<file path="src/rtl/x1_gen_pkg.sv">
package x1_gen_pkg;

    localparam int SR_W = 12;

    typedef logic [SR_W-1:0] sr_t;

    // bit k-1 corresponds to stage k; bit 11 is stage 12 (output)
    localparam sr_t A_TAPS = 12'b1100_1010_0000;
    localparam sr_t B_TAPS = 12'b1111_1001_0011;
    localparam sr_t A_SEED = 12'b001001001000;
    localparam sr_t B_SEED = 12'b010101010100;

    typedef struct packed {
        logic reload;
        logic step;
    } sr_ctl_t;

    function automatic sr_t sr_next(sr_t s, sr_t taps);
        return {s[SR_W-2:0], ^(s & taps)};
    endfunction

endpackage

</file>
<file path="src/rtl/x1_sr.sv">
module x1_sr
    import x1_gen_pkg::*;
#(
    parameter sr_t SEED = A_SEED,
    parameter sr_t TAPS = A_TAPS
) (
    input  logic    clk,
    input  logic    rst,
    input  sr_ctl_t ctl,
    output sr_t     state
);

    always_ff @(posedge clk) begin
        if (rst)             state <= SEED;
        else if (ctl.reload) state <= SEED;
        else if (ctl.step)   state <= sr_next(state, TAPS);
    end

endmodule

</file>
<file path="src/rtl/x1_cnt.sv">
module x1_cnt #(
    parameter int MAXV = 4091,
    localparam int W = (MAXV < 1) ? 1 : $clog2(MAXV + 1)
) (
    input  logic         clk,
    input  logic         rst,
    input  logic         inc,
    input  logic         clr,
    output logic [W-1:0] val
);

    always_ff @(posedge clk) begin
        if (rst)      val <= '0;
        else if (clr) val <= '0;
        else if (inc) val <= val + 1'b1;
    end

endmodule

</file>
<file path="src/rtl/x1_gen.sv">
module x1_gen
    import x1_gen_pkg::*;
#(
    parameter int A_LEN  = 4092,
    parameter int B_LEN  = 4093,
    parameter int CYCLES = 3750,
    localparam int AI_W = $clog2(A_LEN),
    localparam int BI_W = $clog2(B_LEN),
    localparam int CW   = $clog2(CYCLES),
    localparam int BC_MAX = CYCLES - 2,
    localparam int BC_W = (BC_MAX < 1) ? 1 : $clog2(BC_MAX + 1)
) (
    input  logic          clk,
    input  logic          rst,
    input  logic          chip_en,
    output logic          x1_o,
    output logic          epoch_o,
    output logic [CW-1:0] cycle_o
);

    logic [AI_W-1:0] a_idx;
    logic [BI_W-1:0] b_idx;
    logic [CW-1:0]   a_cyc;
    logic [BC_W-1:0] b_cyc;
    sr_t             a_state, b_state;
    sr_ctl_t         a_ctl, b_ctl;

    logic a_last, b_last, a_wrap, period_end, b_freeze, b_adv, b_wrap;

    always_comb begin
        a_last     = (a_idx == AI_W'(A_LEN - 1));
        b_last     = (b_idx == BI_W'(B_LEN - 1));
        a_wrap     = chip_en & a_last;
        period_end = a_wrap & (a_cyc == CW'(CYCLES - 1));
        b_freeze   = b_last & (b_cyc == BC_W'(BC_MAX));
        b_adv      = chip_en & ~b_freeze;
        b_wrap     = b_adv & b_last;
        a_ctl.reload = a_wrap;
        a_ctl.step   = chip_en;
        b_ctl.reload = b_wrap | period_end;
        b_ctl.step   = b_adv;
    end

    x1_cnt #(.MAXV(A_LEN - 1)) u_a_idx (
        .clk(clk), .rst(rst), .inc(chip_en), .clr(a_wrap), .val(a_idx));

    x1_cnt #(.MAXV(CYCLES - 1)) u_a_cyc (
        .clk(clk), .rst(rst), .inc(a_wrap), .clr(period_end), .val(a_cyc));

    x1_cnt #(.MAXV(B_LEN - 1)) u_b_idx (
        .clk(clk), .rst(rst), .inc(b_adv), .clr(b_wrap | period_end), .val(b_idx));

    x1_cnt #(.MAXV(BC_MAX)) u_b_cyc (
        .clk(clk), .rst(rst), .inc(b_wrap), .clr(period_end), .val(b_cyc));

    x1_sr #(.SEED(A_SEED), .TAPS(A_TAPS)) u_sr_a (
        .clk(clk), .rst(rst), .ctl(a_ctl), .state(a_state));

    x1_sr #(.SEED(B_SEED), .TAPS(B_TAPS)) u_sr_b (
        .clk(clk), .rst(rst), .ctl(b_ctl), .state(b_state));

    assign x1_o    = a_state[SR_W-1] ^ b_state[SR_W-1];
    assign epoch_o = (a_idx == '0) && (a_cyc == '0);
    assign cycle_o = a_cyc;

endmodule

</file>
<file path="config.mk">
export PLATFORM = sky130hd
export DESIGN_NAME = x1_gen
export DESIGN_NICKNAME = d
export VERILOG_FILES = /design/src/rtl/x1_gen_pkg.sv /design/src/rtl/x1_sr.sv /design/src/rtl/x1_cnt.sv /design/src/rtl/x1_gen.sv
export SDC_FILE = /design/constraint.sdc
export NUM_CORES = 1
export LEC_CHECK = 0
export BUFFER_PORTS_ARGS = -buffer_cell sky130_fd_sc_hd__buf_2
export CORE_MARGIN = 5
export CORE_UTILIZATION = 42
export DETAILED_ROUTE_END_ITERATION = 10
export GPL_ROUTABILITY_DRIVEN = 0
export SETUP_SLACK_MARGIN = 0.05
export SYNTH_ARGS = -nofsm -noshare
export SYNTH_HDL_FRONTEND = slang
export SYNTH_SLANG_ARGS = --single-unit
</file>
<file path="constraint.sdc">
create_clock -name clk -period 4.6 [get_ports clk]
set_clock_uncertainty 0.05 [all_clocks]
set_input_delay 0.46 -clock clk [delete_from_list [all_inputs] [get_ports clk]]
set_output_delay 0.46 -clock clk [all_outputs]
set_load 0.01 [all_outputs]
</file>
==> results.toml <==
[routing]
drc = 0
routedWlPerCell_um = 12.7
drt_iter0_drc = 147
routed_wl_um = 6290
via_per_inst = 5.13
num_vias = 2543
dr.pass1.iters = 4
final_antenna_net_count = 0

[global_routing]
antenna_found_initial = 0
grt_pass1_wl_um = 11200
grt_max_degree = 30
grt_overflow = 0
grt_pass1_vias = 2430
track_usage_pct = 13.7

[clock_network]
h-tree-depth = 3
post_cts_buffers = 0
cts_buffers = 9
cts_hold_buf = 0
insertion_delay_ps = 330
cts_tree = "built"
clk_path_buf_depth = 2
cts_root_buf = "clkbuf_8"
ctsResizeCount = 0
clk_pin_slew_ps = 80
clkSinkCount = 72

[sta]
hold_violations = 0
layout_min_cycle_time_ps = 2630
rsz0062_at_grt = "no"
min_period_over_period_pct = 57.2
slew_viol_final = 0
worstMarginPinSlew_ps = 997
fmax_mhz = 380
fin_tns_setup_ps = 0
layout_setup_ws_ps = 1970
worst_slew_margin_rel_pct = 32.9
setup_viol = 0

[setup_path]
cp-start-kind = "flop"
reg2reg_from = "u_b_idx.val[0]"
end_kind = "flop"
worstPathRequired_ps = 4740
worst-endpoint-arrival_ps = 2770
r2r-end = "u_sr_b.state[7]"
reg2reg_slack_ps = 1970
reg2reg_depth = 7
path_class = "flop to flop"
path_max_fanout = 13

[synthesis]
synth_cell_type_count = 44
yosysWarnings = 0
synth_ff_type = "dfxtp_1"
ys_seq_elements = 72
synthesis.nets = 383
avgSynthCellArea_um2 = 9.23
syn_area_um2 = 3430
yosysSeqAreaShare_pct = 42.1
synth_edf_count = 0
netlist_instances = 371
synthArstFlopShare_pct = 0

[die]
initial_core_util_pct = 42.3
die_w_um = 100
dieArea_um2 = 10100
num_rows = 33
core_area_um2 = 8090
ioPinCount = 17
die_y_um = 100

[cells_and_area]
syn2layout_area_growth_pct = 10.1
nets = 398
fill_cells = 833
utilization_pct = 46.6
drive_gt1_share_pct = 11.0
diodes = 0

[power]
peakVddDrop_mv = 0.194
p_leak_nw = 1.52
p_total_mw = 1.30
p_per_area_nw_per_um2 = 345

[min_path]
whs_endpoint = "u_sr_a.state[3]"
min_path_cells = 1
hp-start = "u_sr_a.state[3]"
hp-class = "flop to flop"

[place]
post-place-ws_ps = 1680
numPortBuffers = 16
hpwlAfterDp_um = 4390

[status]
status = "finished clean"

[run]
cap_viol_max_count = 0
cells in the mapped netlist, types with 2 or more instances:
library cell / count / area share [%]
a211o_1: 3 / 0.77
and2_1: 4 / 0.73
buf_6: 3 / 0.99
xnor2_1: 17 / 4.3
nor3_1: 2 / 0.29
inv_1: 14 / 1.5
and3_1: 5 / 0.91
xnor3_1: 2 / 1.3
o21ai_0: 5 / 0.73
nor4_4: 2 / 1.2
ha_1: 9 / 3.3
nor2_1: 66 / 7.2
or3_1: 4 / 0.73
nand4_1: 20 / 3.7
nand4_4: 2 / 1.2
nand2_1: 20 / 2.2
nor4_1: 8 / 1.5
or2_2: 2 / 0.37
dfxtp_1: 72 / 42
a211oi_1: 3 / 0.66
xor2_1: 24 / 6.1
or4_1: 4 / 0.88
clkbuf_1: 3 / 0.33
mux2i_1: 21 / 6.1
buf_2: 5 / 0.73
nand3_1: 14 / 2.0
o31ai_1: 3 / 0.66
a21oi_1: 14 / 2.0
and4_1: 5 / 1.3
layout make-up:
type | count | area, um^2 | share of cell area [%]
well taps | 105 | 131 | 3.48
clock inverters | 6 | 82.6 | 2.19
inverters | 14 | 52.6 | 1.39
multi-input cells | 272 | 1840 | 48.8
flip-flops and latches | 72 | 1440 | 38.2
clock buffers | 10 | 138 | 3.65
repair buffers | 17 | 87.6 | 2.32
stage by stage:
step | hold WS (ps) | std cells | cell area (um^2)
final | 421 | 496 | 3770
after global routing | 445 | 496 | 3770
after CTS | 424 | 496 | 3770
after detailed placement | 406 | 480 | 3550
after global placement | 399 | 480 | 3550
after floorplan | 389 | 371 | 3430
metal layers:
| metal | wire, um | part of all wire [%] | GRT usage [%] |
|---|---|---|---|
| met3 | 128 | 2.0 | 2.57 |
| met5 | 0 | 0 | 0 |
| met1 | 3130 | 50 | 18.2 |
| met4 | 58 | 0.92 | 7.05 |
| met2 | 2980 | 47 | 21.0 |
worst max-delay path by stage:
stage | startpoint | slack, ps | cells past startpoint | to
2_1_floorplan | u_b_idx.val[0] | 2470 | 8 | u_sr_b.state[10]
3_3_place_gp | chip_en | 1760 | 6 | u_b_idx.val[7]
3_5_place_dp | chip_en | 1680 | 6 | u_b_idx.val[7]
4_1_cts | u_b_idx.val[0] | 1960 | 7 | u_b_idx.val[1]
5_1_grt | u_b_cyc.val[4] | 1770 | 5 | u_sr_b.state[9]
6_report | u_b_idx.val[0] | 1970 | 7 | u_sr_b.state[7]
kinds of logic (layout without fill, tap and decap cells):
kind of cell | count (synthesis) | count (layout) | synth area share [%]
xor gates and xnor gates | 43 | 43 | 11.8
DFF | 72 | 72 | 42.1
and+or+nand+nor | 166 | 166 | 26.3
AOI/OAI and AO/OA | 32 | 32 | 5.84
buffers and inverters | 27 | 47 | 4.24
muxes | 22 | 22 | 6.46
adders and majority gates | 9 | 9 | 3.29
placed cells by master (no fill, tap or decap), types with 2 or more instances in the layout:
cell type,count
mux2i_1,21
and4_1,5
or4_1,4
xor2_1,24
a211o_1,3
and2_1,4
nor4_1,8
o21ai_0,5
nand4_4,2
xnor2_1,17
nand4_1,20
nor3_1,2
nor2_1,66
xnor3_1,2
a21oi_1,14
nor4_4,2
and3_1,5
or2_2,2
clkbuf_8,10
buf_2,16
nand2_1,20
ha_1,9
or3_1,4
inv_1,14
dfxtp_1,72
o31ai_1,3
bufinv_16,2
nand3_1,14
a211oi_1,3
clkinv_2,3
power breakdown:
| group | switching (mW) | total [mW] | internal (mW) | leakage, nW |
|---|---|---|---|---|
| clock | 0.228 | 0.545 | 0.317 | 0.112 |
| combinational | 0.0449 | 0.0925 | 0.0476 | 0.822 |
| sequential | 0.0197 | 0.666 | 0.646 | 0.586 |
sequential cells by signal (all words and copies together), names as in the netlist:
signal / count
u_a_idx.val: 12
u_a_cyc.val: 12
u_b_cyc.val: 12
u_sr_a.state: 12
u_b_idx.val: 12
u_sr_b.state: 12
worst max-delay path, stage by stage (launching register included):
cell	delay [ps]
dfxtp_1	380
inv_1	120
ha_1	160
nand4_2	170
or4_4	570
o21ai_2	710
mux2i_1	270
nor2_1	50
Note: power is estimated with default switching activity, not from simulation.
